<file path="src/rtl/dm_pkg.sv">
`timescale 1ns/1ps
package dm_pkg;

  typedef enum logic [1:0] {
    PH_IDLE    = 2'd0,
    PH_WAIT_RD = 2'd1,
    PH_EXEC    = 2'd2
  } phase_e;

  // unit number -> kind it serves (kinds own equal contiguous slices)
  function automatic int kind_of(input int unit, input int per_kind);
    return unit / per_kind;
  endfunction

  // true when register r is one of the two sources
  function automatic logic reads_reg(input int r, input int sa, input int sb);
    return (r == sa) || (r == sb);
  endfunction

endpackage

</file>
<file path="src/rtl/dm_alloc.sv">
`timescale 1ns/1ps
module dm_alloc #(
  parameter int NUM_FU   = 4,
  parameter int NUM_REG  = 8,
  parameter int NUM_KIND = 2,
  localparam int REG_W    = $clog2(NUM_REG),
  localparam int KIND_W   = $clog2(NUM_KIND),
  localparam int PER_KIND = NUM_FU / NUM_KIND
) (
  input  logic              issue_valid,
  input  logic [KIND_W-1:0] issue_kind,
  input  logic [REG_W-1:0]  issue_dst,
  input  logic [NUM_FU-1:0] busy,
  input  logic [REG_W-1:0]  dst_q [NUM_FU],
  output logic [NUM_FU-1:0] issue_grant,
  output logic              issue_stall,
  output logic              kind_full,
  output logic              waw_hit
);
  import dm_pkg::*;

  logic [NUM_FU-1:0] free_in_kind;
  logic [NUM_FU-1:0] pick;
  logic              found;

  always_comb begin
    free_in_kind = '0;
    waw_hit      = 1'b0;
    for (int i = 0; i < NUM_FU; i++) begin
      if (kind_of(i, PER_KIND) == int'(issue_kind) && !busy[i])
        free_in_kind[i] = 1'b1;
      if (busy[i] && dst_q[i] == issue_dst)
        waw_hit = 1'b1;
    end
  end

  always_comb begin
    pick  = '0;
    found = 1'b0;
    for (int i = 0; i < NUM_FU; i++) begin
      if (free_in_kind[i] && !found) begin
        pick[i] = 1'b1;
        found   = 1'b1;
      end
    end
  end

  assign kind_full   = !found;
  assign issue_stall = issue_valid && (kind_full || waw_hit);
  assign issue_grant = (issue_valid && !issue_stall) ? pick : '0;

endmodule

</file>
<file path="src/rtl/dm_unit_bank.sv">
`timescale 1ns/1ps
module dm_unit_bank #(
  parameter int NUM_FU  = 4,
  parameter int NUM_REG = 8,
  localparam int REG_W  = $clog2(NUM_REG)
) (
  input  logic              clk,
  input  logic              rst_n,
  input  logic [NUM_FU-1:0] issue_grant,
  input  logic [REG_W-1:0]  issue_dst,
  input  logic [REG_W-1:0]  issue_src_a,
  input  logic [REG_W-1:0]  issue_src_b,
  input  logic [NUM_FU-1:0] go_read,
  input  logic [NUM_FU-1:0] go_write,
  output logic [NUM_FU-1:0] busy,
  output logic [NUM_FU-1:0] rd_pend,
  output logic [REG_W-1:0]  dst_q   [NUM_FU],
  output logic [REG_W-1:0]  src_a_q [NUM_FU],
  output logic [REG_W-1:0]  src_b_q [NUM_FU]
);
  import dm_pkg::*;

  for (genvar g = 0; g < NUM_FU; g++) begin : g_unit
    phase_e phase_q;

    always_ff @(posedge clk or negedge rst_n) begin
      if (!rst_n) begin
        phase_q    <= PH_IDLE;
        dst_q[g]   <= '0;
        src_a_q[g] <= '0;
        src_b_q[g] <= '0;
      end else if (issue_grant[g]) begin
        phase_q    <= PH_WAIT_RD;
        dst_q[g]   <= issue_dst;
        src_a_q[g] <= issue_src_a;
        src_b_q[g] <= issue_src_b;
      end else if (go_read[g]) begin
        phase_q <= PH_EXEC;
      end else if (go_write[g]) begin
        phase_q <= PH_IDLE;
      end
    end

    assign busy[g]    = (phase_q != PH_IDLE);
    assign rd_pend[g] = (phase_q == PH_WAIT_RD);
  end

endmodule

</file>
<file path="src/rtl/dm_matrix.sv">
`timescale 1ns/1ps
module dm_matrix #(
  parameter int NUM_FU  = 4,
  parameter int NUM_REG = 8,
  localparam int REG_W  = $clog2(NUM_REG)
) (
  input  logic              clk,
  input  logic              rst_n,
  input  logic [NUM_FU-1:0] issue_grant,
  input  logic [REG_W-1:0]  issue_dst,
  input  logic [REG_W-1:0]  issue_src_a,
  input  logic [REG_W-1:0]  issue_src_b,
  input  logic [NUM_FU-1:0] busy,
  input  logic [NUM_FU-1:0] rd_pend,
  input  logic [REG_W-1:0]  dst_q   [NUM_FU],
  input  logic [REG_W-1:0]  src_a_q [NUM_FU],
  input  logic [REG_W-1:0]  src_b_q [NUM_FU],
  input  logic [NUM_FU-1:0] go_read,
  input  logic [NUM_FU-1:0] go_write,
  output logic [NUM_FU-1:0] raw_block,
  output logic [NUM_FU-1:0] war_block
);
  import dm_pkg::*;

  // row i = waiting unit, column j = older unit it waits on
  logic [NUM_FU-1:0] raw_q   [NUM_FU];
  logic [NUM_FU-1:0] war_q   [NUM_FU];
  logic [NUM_FU-1:0] raw_nxt [NUM_FU];
  logic [NUM_FU-1:0] war_nxt [NUM_FU];

  always_comb begin
    for (int i = 0; i < NUM_FU; i++) begin
      for (int j = 0; j < NUM_FU; j++) begin
        if (issue_grant[i] && i != j && busy[j] && !go_write[j] &&
            reads_reg(int'(dst_q[j]), int'(issue_src_a), int'(issue_src_b)))
          raw_nxt[i][j] = 1'b1;
        else if (go_write[j] || go_write[i])
          raw_nxt[i][j] = 1'b0;
        else
          raw_nxt[i][j] = raw_q[i][j];

        if (issue_grant[i] && i != j && rd_pend[j] && !go_read[j] &&
            reads_reg(int'(issue_dst), int'(src_a_q[j]), int'(src_b_q[j])))
          war_nxt[i][j] = 1'b1;
        else if (go_read[j] || go_write[j] || go_write[i])
          war_nxt[i][j] = 1'b0;
        else
          war_nxt[i][j] = war_q[i][j];
      end
    end
  end

  always_ff @(posedge clk or negedge rst_n) begin
    if (!rst_n) begin
      for (int i = 0; i < NUM_FU; i++) begin
        raw_q[i] <= '0;
        war_q[i] <= '0;
      end
    end else begin
      for (int i = 0; i < NUM_FU; i++) begin
        raw_q[i] <= raw_nxt[i];
        war_q[i] <= war_nxt[i];
      end
    end
  end

  for (genvar g = 0; g < NUM_FU; g++) begin : g_row
    assign raw_block[g] = |raw_q[g];
    assign war_block[g] = |war_q[g];
  end

endmodule

</file>
<file path="src/rtl/depmat_scoreboard.sv">
`timescale 1ns/1ps
module depmat_scoreboard #(
  parameter int NUM_FU   = 4,
  parameter int NUM_REG  = 8,
  parameter int NUM_KIND = 2,
  localparam int REG_W   = $clog2(NUM_REG),
  localparam int KIND_W  = $clog2(NUM_KIND)
) (
  input  logic              clk,
  input  logic              rst_n,
  input  logic              issue_valid,
  input  logic [KIND_W-1:0] issue_kind,
  input  logic [REG_W-1:0]  issue_dst,
  input  logic [REG_W-1:0]  issue_src_a,
  input  logic [REG_W-1:0]  issue_src_b,
  output logic              issue_stall,
  output logic [NUM_FU-1:0] issue_grant,
  input  logic [NUM_FU-1:0] result_ready,
  input  logic [NUM_FU-1:0] wr_hold,
  output logic [NUM_FU-1:0] go_read,
  output logic [NUM_FU-1:0] go_write
);

  logic [NUM_FU-1:0] busy;
  logic [NUM_FU-1:0] rd_pend;
  logic [NUM_FU-1:0] raw_block;
  logic [NUM_FU-1:0] war_block;
  logic              kind_full;
  logic              waw_hit;
  logic [REG_W-1:0]  dst_q   [NUM_FU];
  logic [REG_W-1:0]  src_a_q [NUM_FU];
  logic [REG_W-1:0]  src_b_q [NUM_FU];

  dm_alloc #(.NUM_FU(NUM_FU), .NUM_REG(NUM_REG), .NUM_KIND(NUM_KIND)) u_alloc (
    .issue_valid (issue_valid),
    .issue_kind  (issue_kind),
    .issue_dst   (issue_dst),
    .busy        (busy),
    .dst_q       (dst_q),
    .issue_grant (issue_grant),
    .issue_stall (issue_stall),
    .kind_full   (kind_full),
    .waw_hit     (waw_hit)
  );

  dm_unit_bank #(.NUM_FU(NUM_FU), .NUM_REG(NUM_REG)) u_bank (
    .clk         (clk),
    .rst_n       (rst_n),
    .issue_grant (issue_grant),
    .issue_dst   (issue_dst),
    .issue_src_a (issue_src_a),
    .issue_src_b (issue_src_b),
    .go_read     (go_read),
    .go_write    (go_write),
    .busy        (busy),
    .rd_pend     (rd_pend),
    .dst_q       (dst_q),
    .src_a_q     (src_a_q),
    .src_b_q     (src_b_q)
  );

  dm_matrix #(.NUM_FU(NUM_FU), .NUM_REG(NUM_REG)) u_matrix (
    .clk         (clk),
    .rst_n       (rst_n),
    .issue_grant (issue_grant),
    .issue_dst   (issue_dst),
    .issue_src_a (issue_src_a),
    .issue_src_b (issue_src_b),
    .busy        (busy),
    .rd_pend     (rd_pend),
    .dst_q       (dst_q),
    .src_a_q     (src_a_q),
    .src_b_q     (src_b_q),
    .go_read     (go_read),
    .go_write    (go_write),
    .raw_block   (raw_block),
    .war_block   (war_block)
  );

  // grants: read once no older writer of a source remains; write once
  // executed, ready, no older reader of the destination remains, not held
  assign go_read  = rd_pend & ~raw_block;
  assign go_write = busy & ~rd_pend & result_ready & ~war_block & ~wr_hold;

endmodule

</file>
<file path="config.mk">
export PLATFORM = sky130hd
export DESIGN_NAME = depmat_scoreboard
export DESIGN_NICKNAME = d
export VERILOG_FILES = /design/src/rtl/dm_pkg.sv /design/src/rtl/dm_alloc.sv /design/src/rtl/dm_unit_bank.sv /design/src/rtl/dm_matrix.sv /design/src/rtl/depmat_scoreboard.sv
export SDC_FILE = /design/constraint.sdc
export NUM_CORES = 1
export LEC_CHECK = 0
export BUFFER_PORTS_ARGS = -buffer_cell sky130_fd_sc_hd__buf_4
export CAP_MARGIN = 20
export CORE_UTILIZATION = 40
export CTS_CLUSTER_SIZE = 40
export DETAILED_ROUTE_END_ITERATION = 7
export HOLD_SLACK_MARGIN = 0.08
export SETUP_SLACK_MARGIN = 0.3
export SLEW_MARGIN = 20
export SYNTH_ARGS = -nofsm -noshare
export SYNTH_HDL_FRONTEND = slang
export SYNTH_SLANG_ARGS = --single-unit
export TNS_END_PERCENT = 50
</file>
<file path="constraint.sdc">
create_clock -name clk -period 2.05 [get_ports clk]
set_input_delay 0.205 -clock clk [delete_from_list [all_inputs] [get_ports clk]]
set_output_delay 0.205 -clock clk [all_outputs]
set_load 0.03 [all_outputs]
</file>
==> flow_summary.toml <==
[status]
run_status = "finished, violations left"
violations = "setup timing"

[sta]
worst_pin_slew_ps = 486
setup_tns_ps = -298
drv_slew = 0
slew_headroom_pct = 67.4
fin_crit_ps = 2130
rsz0062_at_grt = "true"
clock_skew_ps = 7.27
setup-violations-final = 6
post-route-period-util_pct = 104
hold_viol = 0
fmax_mhz = 469
layout_setup_ws_ps = -80.1

[placement]
io_buffer_count = 33
gp_congestion = 0.845
dp_hpwl_microns = 6490
placed_area_sq_um = 4050
dpl_worst_slack_ps = -46.3

[die]
core_region_area_sq_um = 8720
io_pins = 34
dieArea_sq_um = 9420
num_rows = 34
initial_utilization_pct = 41.5
die-height_microns = 97.1
chipWidth_microns = 97.1

[grt]
grt_pass1_wl_microns = 15000
antenna_found_initial = 0
overflow = 0
grtUsageTotal_pct = 21.0
grt_max_degree = 38
grt_pass1_vias = 2719

[detailed_routing]
drt-total-wl_microns = 9340
vias = 2634
drc = 0
firstDrtPassIters = 4
wl_per_cell_microns = 18.5
drtIter0Drc = 96
drt-vias-per-instance = 5.21
ant_nets = 0

[logic_synthesis]
synth.distinct_cells = 38
synth_top_family_by_area = "simple AND/OR/NAND/NOR gates"
ys_async_sr_fraction_pct = 100
syn-num-nets = 348
ys.flop_type = "dfrtp_1"
synth-seq-cells = 68
syn-cell-area_sq_um = 3620
synth-compound-area-share_pct = 8.24
ys_warn_count = 0
synth_mux_area_share_pct = 9.97
synth_edf_count = 0
ys_seq_area_share_pct = 47.1
avgSynthCellArea_sq_um = 11.1
synthSimpleGateAreaFrac_pct = 15.3
synth_xor_xnor_area_share_pct = 14.5
synth_fa_ha_area_share_pct = 0
netlist_instances = 327

[layout]
antenna_cells = 0
area_delta_synth_final_pct = 30.0
final_layout_size_suffix_gt1_share_pct = 40.2
finalNetCount = 414
final_area_sq_um = 4700

[worst_hold_path]
hp-start = "issue_src_a[0]"
min_to = "u_bank.src_a_q[0]"
min_path_type = "in -> reg"
whs_path_depth = 3

[power]
p_per_area_nw_per_um2 = 1400
p_leak_nw = 2.14
irDropWorstVdd_mv = 0.613

[setup_path]
worstPathArrival_ps = 1930
worstSetupEndpointType = "output port"
rr_endpoint = "u_bank.dst_q[7]"
path_max_fanout = 4
r2r_setup_slack_ps = -20
worstPathRequired_ps = 1850
reg2reg_from = "u_bank.dst_q[1]"
rr_worst_depth = 9
cp-start-kind = "flop"
critPathKind = "reg -> out"

[cts]
clkTransAtPathRegs_ps = 70
root_buffer = "clkbuf_8"
clock_latency_ps = 350
cts_max_level = 3
numCtsBuffers = 9
cts_tree = "done"
cts_sinks = 68
cts_max_path_buffers = 2

[job]
maxCapViolations = 0
-- worst max path at each step --
stage / from / end / slack [ps]
floorplan: u_bank.g_unit[1].phase_q[0] / u_bank.src_a_q[6] / 160
global placement: u_bank.g_unit[3].phase_q[1] / u_bank.src_b_q[5] / -50
detailed placement: u_bank.g_unit[3].phase_q[1] / u_bank.src_b_q[5] / -50
CTS: u_bank.dst_q[11] / issue_stall / -150
global route: u_bank.dst_q[7] / issue_grant[1] / -160
finish: u_bank.dst_q[1] / issue_grant[1] / -80
-- cells in the mapped netlist, drive strengths merged, types with 2 or more instances --
library cell | instances | area share (%)
dfrtp | 68 | 47
nand2 | 43 | 4.5
xor2 | 36 | 8.7
mux2 | 27 | 10
xnor2 | 24 | 5.8
buf | 17 | 3.7
a22o | 15 | 3.6
nor3 | 15 | 2.5
nor2 | 14 | 1.5
nor4 | 11 | 2.7
o21ai | 10 | 1.4
a31oi | 8 | 1.4
inv | 8 | 0.83
and3 | 4 | 0.69
clkbuf | 4 | 0.42
o21bai | 4 | 0.83
nand2b | 3 | 0.52
or3 | 3 | 0.52
nand3 | 2 | 0.76
nand4 | 2 | 0.76
or4 | 2 | 0.42
-- layer usage --
metal  share of wire, %  vias to the layer above  wire length [microns]  GRT usage, %
met5                  0                        -                      0             0
met4                2.3                        0                    218          7.81
met3                5.0                       22                    465          5.47
met2                 49                       73                   4600          33.5
met1                 43                     1285                   4060          27.3
li1                   -                     1254                      -             -
-- power breakdown --
part | switching, mW | leakage [nW] | internal, mW | total (mW)
Sequential | 0.448 | 0.867 | 1.85 | 2.30
Combinational | 1.58 | 1.19 | 1.73 | 3.31
Clock | 0.531 | 0.0848 | 0.431 | 0.962
-- layout make-up --
class	instances	area (sq um)
Tap cell	108	135
Inverter	8	50.0
Sequential cell	68	1710
Clock buffer	9	124
Clock inverter	7	43.8
Timing Repair Buffer	76	669
Fill cell	748	4020
Multi-Input combinational cell	230	1970
-- critical path, cell delays in order (launching register included) --
cell and delay (ps):
dfrtp_1 410, xor2_1 160, nor4_2 380, nor3_4 80, buf_6 150, buf_6 110, nand3_4 100, inv_8 40
buf_8 130
-- kinds of logic after synthesis --
kind of cell | count (synthesis)
buffers and inverters | 29
flip-flops | 68
AND/OR/NAND/NOR | 102
XOR/XNOR | 60
AO/OA/AOI/OAI | 41
multiplexers | 27
-- what timing repair did --
action                                  CTS  global route
pin swaps                                17            16
hold buffers                              1             0
endpoints found under the hold margin    31             0
endpoints found under the setup margin   71            72
resized for setup                        58            21
setup buffers                            14             7
-- state kept, by name, indices dropped and copies added, names as in the netlist --
register	flops
u_bank.dst_q	12
u_bank.src_a_q	12
u_bank.src_b_q	12
u_matrix.raw_q	12
u_matrix.war_q	12
u_bank.g_unit.phase_q	8
-- cells in the final DEF (no fill, tap or decap), types with 6 or more instances in the layout --
| cell | instances |
|---|---|
| nand2_1 | 43 |
| xor2_1 | 33 |
| o21ai_0 | 7 |
| a31oi_1 | 8 |
| clkbuf_8 | 9 |
| mux2_2 | 6 |
| buf_4 | 57 |
| dfrtp_1 | 65 |
| nor3_1 | 13 |
| a22o_1 | 15 |
| xnor2_1 | 24 |
| buf_6 | 13 |
| mux2_4 | 21 |
| nor2_1 | 11 |
-- per-stage QoR --
step	std cells	util (%)	hold slack, ps	total power [mW]
6_report	506	53.9	162	6.58
4_1_cts	499	52.2	142	6.34
5_1_grt	506	53.9	147	6.99
3_3_place_gp	468	46.4	177	4.83
3_5_place_dp	468	46.4	180	4.89
2_1_floorplan	327	-	-90.6	4.12
Power figures use the tool's default switching activity.
